===== config.mk =====
export PLATFORM = sky130hd
export DESIGN_NAME = bcd_calendar_core
export DESIGN_NICKNAME = d
export VERILOG_FILES = /design/src/rtl/cal_pkg.sv /design/src/rtl/cal_prescaler.sv /design/src/rtl/cal_chain.sv /design/src/rtl/bcd_calendar_core.sv
export SDC_FILE = /design/constraint.sdc
export NUM_CORES = 1
export LEC_CHECK = 0
export BUFFER_PORTS_ARGS = -buffer_cell sky130_fd_sc_hd__buf_2
export CAP_MARGIN = 20
export CORE_MARGIN = 10
export CORE_UTILIZATION = 30
export CTS_CLUSTER_DIAMETER = 150
export DETAILED_ROUTE_END_ITERATION = 7
export PLACE_DENSITY = 0.5
export SYNTH_ARGS = -nofsm -noshare
export SYNTH_HDL_FRONTEND = slang
export SYNTH_SLANG_ARGS = --single-unit

===== constraint.sdc =====
create_clock -name clk -period 6.87 [get_ports clk]
set_input_delay 0.3435 -clock clk [delete_from_list [all_inputs] [get_ports clk]]
set_output_delay 0.3435 -clock clk [all_outputs]
set_load 0.02 [all_outputs]

===== src/rtl/cal_pkg.sv =====
package cal_pkg;

  localparam int ADDR_W = 3;

  localparam logic [ADDR_W-1:0] ADR_SEC  = 3'd0;
  localparam logic [ADDR_W-1:0] ADR_MIN  = 3'd1;
  localparam logic [ADDR_W-1:0] ADR_HR   = 3'd2;
  localparam logic [ADDR_W-1:0] ADR_DAY  = 3'd3;
  localparam logic [ADDR_W-1:0] ADR_WD   = 3'd4;
  localparam logic [ADDR_W-1:0] ADR_MON  = 3'd5;
  localparam logic [ADDR_W-1:0] ADR_YR   = 3'd6;

  typedef struct packed {
    logic [6:0] sec;
    logic [6:0] min;
    logic [5:0] hr;
    logic [5:0] day;
    logic [2:0] wd;
    logic [4:0] mon;
    logic       cen;
    logic [7:0] yr;
  } cal_time_t;

  // Two-digit BCD increment, no wrap handling (callers decide wrap)
  function automatic logic [7:0] bcd_next(input logic [7:0] v);
    if (v[3:0] == 4'd9) return {v[7:4] + 4'd1, 4'd0};
    return {v[7:4], v[3:0] + 4'd1};
  endfunction

  // Divisible by four on a BCD pair: (2*tens + units) mod 4 == 0
  function automatic logic leap_bcd(input logic [7:0] y);
    if (y[4]) return (y[3:0] == 4'd2) || (y[3:0] == 4'd6);
    return (y[3:0] == 4'd0) || (y[3:0] == 4'd4) || (y[3:0] == 4'd8);
  endfunction

  // Last day of a BCD month, itself in BCD
  function automatic logic [5:0] month_last_day(input logic [4:0] m, input logic leap);
    case (m)
      5'h02:                      return leap ? 6'h29 : 6'h28;
      5'h04, 5'h06, 5'h09, 5'h11: return 6'h30;
      default:                    return 6'h31;
    endcase
  endfunction

endpackage


===== src/rtl/cal_prescaler.sv =====
module cal_prescaler #(
  parameter int DIV_W  = 6,
  parameter int PEND_W = 2
) (
  input  logic clk,
  input  logic rst_n,
  input  logic tick,
  input  logic stop,
  input  logic freeze,
  input  logic clr,
  output logic sec_pulse
);
  localparam logic [DIV_W-1:0]  HALF     = DIV_W'((1 << (DIV_W - 1)) - 1);
  localparam logic [PEND_W-1:0] PEND_MAX = {PEND_W{1'b1}};

  logic [DIV_W-1:0]  div_q;
  logic [PEND_W-1:0] pend_q;
  logic              pend_nz;
  logic              apply_tick;

  assign pend_nz    = (pend_q != '0);
  assign apply_tick = !stop && !freeze && (tick || pend_nz);
  assign sec_pulse  = apply_tick && (div_q == HALF);

  always_ff @(posedge clk or negedge rst_n) begin
    if (!rst_n) begin
      div_q  <= '0;
      pend_q <= '0;
    end else if (stop) begin
      div_q  <= '0;
      pend_q <= '0;
    end else begin
      if (clr)             div_q <= '0;
      else if (apply_tick) div_q <= div_q + 1'b1;

      if (freeze) begin
        if (tick && pend_q != PEND_MAX) pend_q <= pend_q + 1'b1;
      end else if (pend_nz && !tick) begin
        pend_q <= pend_q - 1'b1;
      end
    end
  end

endmodule


===== src/rtl/cal_chain.sv =====
module cal_chain
  import cal_pkg::*;
(
  input  logic              clk,
  input  logic              rst_n,
  input  logic              sec_pulse,
  input  logic              vlow_in,
  input  logic              wr_en,
  input  logic [ADDR_W-1:0] wr_addr,
  input  logic [7:0]        wr_data,
  output cal_time_t         tm,
  output logic              vl_flag
);
  cal_time_t  nxt;
  logic       is_leap;
  logic [5:0] last_day;
  logic       wrap_sec, wrap_min, wrap_hr, wrap_day, wrap_mon, wrap_yr;

  assign is_leap  = leap_bcd(tm.yr);
  assign last_day = month_last_day(tm.mon, is_leap);
  assign wrap_sec = (tm.sec == 7'h59);
  assign wrap_min = (tm.min == 7'h59);
  assign wrap_hr  = (tm.hr  == 6'h23);
  assign wrap_day = (tm.day == last_day);
  assign wrap_mon = (tm.mon == 5'h12);
  assign wrap_yr  = (tm.yr  == 8'h99);

  always_comb begin
    nxt     = tm;
    nxt.sec = wrap_sec ? '0 : 7'(bcd_next({1'b0, tm.sec}));
    if (wrap_sec) begin
      nxt.min = wrap_min ? '0 : 7'(bcd_next({1'b0, tm.min}));
      if (wrap_min) begin
        nxt.hr = wrap_hr ? '0 : 6'(bcd_next({2'b0, tm.hr}));
        if (wrap_hr) begin
          nxt.wd  = (tm.wd == 3'd6) ? '0 : tm.wd + 3'd1;
          nxt.day = wrap_day ? 6'h01 : 6'(bcd_next({2'b0, tm.day}));
          if (wrap_day) begin
            nxt.mon = wrap_mon ? 5'h01 : 5'(bcd_next({3'b0, tm.mon}));
            if (wrap_mon) begin
              nxt.yr = wrap_yr ? '0 : bcd_next(tm.yr);
              if (wrap_yr) nxt.cen = ~tm.cen;
            end
          end
        end
      end
    end
  end

  always_ff @(posedge clk or negedge rst_n) begin
    if (!rst_n) begin
      tm      <= '{sec: 7'h00, min: 7'h00, hr: 6'h00, day: 6'h01,
                   wd: 3'd0, mon: 5'h01, cen: 1'b0, yr: 8'h00};
      vl_flag <= 1'b1;
    end else begin
      vl_flag <= vlow_in | ((wr_en && wr_addr == ADR_SEC) ? wr_data[7] : vl_flag);
      if (wr_en) begin
        case (wr_addr)
          ADR_SEC: tm.sec <= wr_data[6:0];
          ADR_MIN: tm.min <= wr_data[6:0];
          ADR_HR:  tm.hr  <= wr_data[5:0];
          ADR_DAY: tm.day <= wr_data[5:0];
          ADR_WD:  tm.wd  <= wr_data[2:0];
          ADR_MON: begin
            tm.cen <= wr_data[7];
            tm.mon <= wr_data[4:0];
          end
          ADR_YR:  tm.yr  <= wr_data;
          default: ;
        endcase
      end else if (sec_pulse) begin
        tm <= nxt;
      end
    end
  end

endmodule


===== src/rtl/bcd_calendar_core.sv =====
module bcd_calendar_core
  import cal_pkg::*;
#(
  parameter int DIV_W  = 6,
  parameter int PEND_W = 2
) (
  input  logic              clk,
  input  logic              rst_n,
  input  logic              tick_64,
  input  logic              stop,
  input  logic              freeze,
  input  logic              vlow_in,
  input  logic              wr_en,
  input  logic [ADDR_W-1:0] wr_addr,
  input  logic [7:0]        wr_data,
  input  logic [ADDR_W-1:0] rd_addr,
  output logic [7:0]        rd_data
);
  logic      sec_pulse;
  cal_time_t tm;
  logic      vl_flag;

  cal_prescaler #(.DIV_W(DIV_W), .PEND_W(PEND_W)) u_presc (
    .clk       (clk),
    .rst_n     (rst_n),
    .tick      (tick_64),
    .stop      (stop),
    .freeze    (freeze),
    .clr       (wr_en),
    .sec_pulse (sec_pulse)
  );

  cal_chain u_chain (
    .clk       (clk),
    .rst_n     (rst_n),
    .sec_pulse (sec_pulse),
    .vlow_in   (vlow_in),
    .wr_en     (wr_en),
    .wr_addr   (wr_addr),
    .wr_data   (wr_data),
    .tm        (tm),
    .vl_flag   (vl_flag)
  );

  always_comb begin
    case (rd_addr)
      ADR_SEC: rd_data = {vl_flag, tm.sec};
      ADR_MIN: rd_data = {1'b0, tm.min};
      ADR_HR:  rd_data = {2'b0, tm.hr};
      ADR_DAY: rd_data = {2'b0, tm.day};
      ADR_WD:  rd_data = {5'b0, tm.wd};
      ADR_MON: rd_data = {tm.cen, 2'b0, tm.mon};
      ADR_YR:  rd_data = tm.yr;
      default: rd_data = 8'h00;
    endcase
  end

endmodule


* Word-level counts from Yosys, hierarchy flattened
Cells that the tools add are included.
Storage, ports and cells: register bits after elaboration 52, bits in latches 0, RAM bits 0, memory bits (read-only) 0, input port bits 21, output and inout bits 8, logic and storage cells 196, memories kept 0
Cells by class: $add $sub $neg 16, $mul 0, div/mod/pow operators 0, magnitude comparators 0, eq/ne operators 44, shift-type cells 0, muxes and demuxes 69, bitwise gates (word level) 2, reductions and logical operators 48
Operators with widths (number):
- 43-bit two-way mux | 2
- 6-bit two-way mux | 12
- 7-bit two-way mux | 8
- 8-bit one-hot mux with 7 select lines | 1
- 36-bit two-way mux | 1
- 8-bit two-way mux | 4
- 29-bit two-way mux | 1
- 4-bit by 1-bit adder with 4-bit output (second input constant) | 7
- 4-bit == test (second input constant) | 7
- 1-bit two-way mux | 27
- 3-bit nonzero test | 8
- 23-bit two-way mux | 1
- 3-bit == test (second input constant) | 7
- 8-bit AND reduction | 2
- 2-bit nonzero test | 8
- 5-bit two-way mux | 3
- 5-bit AND reduction | 3
- 7-bit == test (second input constant) | 2
- 14-bit two-way mux | 1
- 2-bit by 1-bit inequality test with 1-bit output (second input constant) | 7
- 7-bit AND reduction | 2
- 3-bit by 2-bit == test with 1-bit output (second input constant) | 4
- 6-bit one-hot mux with 2 select lines | 1
- 6-bit AND reduction | 2
- 32 further kinds | 58

* Longest topological paths before layout
depth in word-level cells 20, depth in mapped cells 9, gate-level depth less buffers 8

* Hierarchy
From an unflattened synthesis, not the netlist that was laid out.
Unflattened totals: cell total of the unflattened synthesis 451, area, all modules 3868.7 um2
Modules (own cells, without submodules):
- cal_chain | times used 1, cells an instance 352, area each 2990.4 um2, seq. area each 1104.8 um2
- cal_prescaler | times used 1, cells an instance 49, area each 454.2 um2, seq. area each 200.2 um2
- bcd_calendar_core | times used 1, cells an instance 50, area each 424.2 um2, seq. area each 0.0 um2

* Least setup slack after synthesis
No wires, ideal clock.
kind reg2reg, start point register u_presc.div_q[0], end point register u_chain.tm[19] (netlist name), library setup time 0.121 ns, arrival 2.206 ns, data required time 6.749 ns, path slack 4.543 ns, cell stages (with the launch flop) 9, buffers on the path 1, clock period less this slack 2.327 ns, cell sequence dfrtp_1 > ha_1 > or3b_1 > nor4_2 > or4b_1 > nand2_1 > buf_4 > o31ai_1 > a22o_1
On the way: cells in the longest elaborated chain, start to end 4
Ends and longest elaborated chain:
- start: declaration | line cal_prescaler.sv:16 | logic [DIV_W-1:0] div_q;
- start signal: assignment | line cal_prescaler.sv:34 | else if (apply_tick) div_q <= div_q + 1'b1;
- 6-bit by 5-bit == test with 1-bit output | line cal_prescaler.sv:23 | assign sec_pulse = apply_tick && (div_q == HALF);
- 1-bit logical AND | line cal_prescaler.sv:23
- 2-bit nonzero test (no line)
- 5-bit AND reduction (no line)
Every way passes these cells. A chain may end at the register's enable or synchronous reset.

* Final worst setup path
start point register u_presc.div_q[0], end point register u_chain.tm[19] (netlist name)
On the way: cells in the longest elaborated chain, start to end 4
Ends and longest elaborated chain (line):
- 6-bit by 5-bit == test with 1-bit output | cal_prescaler.sv:23
- 1-bit logical AND | cal_prescaler.sv:23
- 2-bit nonzero test (no line)
- 5-bit AND reduction (no line)
Every way passes these cells.

==> key figures <==
Routing
  • Vias per cell: 5.748
  • Number of remaining DRC errors: 0
  • Post-route antenna net violation count: 0
  • Post-Route WL: 12440 um
  • Via count: 3828
  • First-pass detailed-route iteration total: 6
  • Wire length per cell: 18.68 um
  • Number of DRC markers in iteration 0: 294

Placed design
  • Post-DP HPWL: 9233 um
  • Port Buffers: 28
  • RePlAce Congestion: 0.8450
  • Placed insts: 658
  • Pre-CTS WS: 3.916 ns
  • DP Area: 4263 um2

Clock tree
  • Setup bufs post-CTS: 0
  • Post-CTS Resized: 0
  • TritonCTS Buffers: 5
  • CTS tree: yes
  • Hold_buf cts: 0
  • Clock sink count: 52
  • Clock H-tree levels: 2
  • Root Buffer: clkbuf_16
  • Clk_lat worst skew: 0.30 ns
  • Reg clk slew, reported paths: 0.07 ns
  • Clock buffer depth: 2

Global route
  • Aggregate global-route resource usage: 13.34%
  • Vias in the first global route: 3558
  • Largest net degree at the start of global routing: 56
  • Total global routing overflow: 0
  • First-pass GRT wire length: 19640 um
  • Initial antenna violation count: 0

STA
  • Slew HR: 42.88%
  • Final setup vio count: 0
  • Final period util: 39.64%
  • Slew Limit Fails: 0
  • RSZ-0062 raised after global routing: false
  • Setup slack after layout: 4.147 ns
  • Min Clock Period, post-route: 2.723 ns
  • Sum Neg Setup Slack: 0 ns
  • Final Hold Vio Count: 0
  • Fmax: 367.2 MHz
  • Worst-Margin Slew: 0.8568 ns
  • Worst Skew: 0.009325 ns

Die
  • Cell Rows: 42
  • Die H: 135.2 um
  • Starting Density: 30.29%
  • # IOs: 29
  • Chip width: 135.2 um
  • Core Box Area: 13140 um2
  • Die area: 18270 um2

Final layout
  • Final std cells w/o fill: 666
  • # fillers: 1398
  • Total Nets Final: 522
  • Util after Layout: 33.59%
  • Finished Cell Area: 4413 um2
  • Area grow syn2layout: 10.91%
  • Most common cell after layout, fill and taps aside: dfrtp_1
  • Layout cell share with drive strength beyond 1: 13.67%
  • # diodes: 0
  • Most frequent cells in the layout: dfrtp_1, nand2_1, nor2_1

Worst setup path
  • Max stage delay on crit path: 0.54 ns
  • CP max stage cell: nor4_2
  • Crit Path Max Fanout: 11
  • Critical Path End Type: flip-flop
  • Crit-path cells: ha_1 -> or3b_1 -> nor4_2 -> or4b_1 -> nand2_1 -> o31ai_1 -> a22o_1
  • WP buf/inv: 0
  • Setup Crit Path Kind: flip-flop to flip-flop
  • Critical path launch point type: flip-flop
  • CP top delay family: simple AND/OR/NAND/NOR gates
  • WP data required: 7.06 ns
  • Worst path arrival time: 2.91 ns

Synthesis
  • Predominant post-synthesis flop cell: dfrtp_1
  • Yosys reg bits: 52
  • Post-synth EDFFs: 0
  • Synthesized instance count: 474
  • Sequential fraction of the synthesis area: 32.80%
  • Syn nets: 507
  • YS warnings: 0
  • Mapped cell area: 3979 um2
  • Post-synth ARST share: 100.0%
  • Syn avg cell area: 8.394 um2
  • Synth cell types: 73

Power
  • P_leak: 1.849 nW
  • Largest vdd supply drop: 80.94 uV
  • P per Cell Area: 227.3 nW/um2

Outcome
  • Result of the run: finished clean

Hold path
  • Hold/Removal Path Class: input port to async pin

Job
  • Maxcap violations: 0
[Yosys cell counts (all sizes together) (6+ instances only)]
master / n / area (um2)
o21ai: 33 / 165.2
a211o: 6 / 52.55
clkbuf: 15 / 56.30
nor2b: 15 / 93.84
a31oi: 7 / 43.79
a21oi: 28 / 140.1
and3: 9 / 56.30
ha: 12 / 150.1
o22ai: 6 / 37.54
nand2: 46 / 172.7
nor2: 43 / 161.4
nor3: 13 / 65.06
nand3: 21 / 105.1
mux4: 6 / 135.1
mux2i: 8 / 80.08
inv: 31 / 116.4
a22oi: 6 / 45.04
mux2: 6 / 67.56
dfrtp: 49 / 1226
buf: 8 / 42.54
o31ai: 6 / 50.05
[per-stage QoR]
stage	hold slack, ns	total power [W]
after detailed placement	0.5298	0.0007437
after CTS	0.2138	0.001014
final	0.1915	0.001003
after floorplan	0.04791	0.0006447
after global placement	0.5169	0.0007382
after global routing	0.2479	0.001073
[flip-flops by register name, summed over array words and instances, names as in the netlist]
register,cells
u_presc.div_q,6
u_chain.tm,43
u_chain.vl_flag,1
u_presc.pend_q,2
[worst reg2reg max path: stages (launching register included)]
cell and delay (ns):
dfrtp_1 0.38, ha_1 0.15, or3b_1 0.40, nor4_2 0.54, or4b_1 0.48, nand2_1 0.29, o31ai_1 0.13, a22o_1 0.25
[logic make-up after synthesis]
family	share of synthesized area [%]
simple gates	25.57
compound gates	24.02
buf+inv	5.409
flops	32.80
mux	7.107
fa+ha+maj	3.773
xor+xnor	1.321
[report_power, final]
group          leakage [nW]  total (W)  switching [W]  internal [W]
combinational          1.16   0.000280       0.000149      0.000131
clock                0.0701   0.000262       0.000117      0.000146
sequential            0.619   0.000461      0.0000986      0.000362
total                  1.85    0.00100       0.000365      0.000639
[final cells by class]
| type | count | area [um2] | share of cell area [%] |
|---|---|---|---|
| Inverter | 31 | 116.4 | 2.637 |
| Sequential cell | 52 | 1305 | 29.57 |
| Clock buffer | 7 | 142.6 | 3.232 |
| Timing Repair Buffer | 31 | 162.7 | 3.686 |
| Tap cell | 176 | 220.2 | 4.990 |
| Multi-Input combinational cell | 368 | 2459 | 55.71 |
| Clock inverter | 1 | 7.507 | 0.1701 |
[per-layer routing]
layer | track usage, % | share of wire (%) | wire (um) | vias to the layer above
li1 | - | - | - | 1795
met4 | 4.306 | 2.1 | 259 | 0
met2 | 21.84 | 48 | 6001 | 122
met3 | 1.706 | 4.3 | 536 | 19
met1 | 17.78 | 45 | 5644 | 1892
met5 | 0 | 0 | 0 | -
[worst paths after layout]
kind / endpoint / slack, ns / start / cells after the start
setup / recovery: u_chain.tm[19]$_DFFE_PN0P_ / 4.15 / u_presc.div_q[0]$_DFFE_PN0P_ / 7
hold / removal: u_chain.tm[24]$_DFFE_PN0P_ / 0.19 / rst_n / 2
setup reg to reg: u_chain.tm[19]$_DFFE_PN0P_ / 4.15 / u_presc.div_q[0]$_DFFE_PN0P_ / 7
hold reg to reg: u_presc.div_q[5]$_DFFE_PN0P_ / 0.55 / u_presc.div_q[5]$_DFFE_PN0P_ / 2
max in group asynchronous: u_chain.tm[4]$_DFFE_PN0P_ / 6.20 / rst_n / 2
min in group clk: u_presc.pend_q[1]$_DFFE_PN0P_ / 0.25 / stop / 2
(Power assumes the default switching activity.)
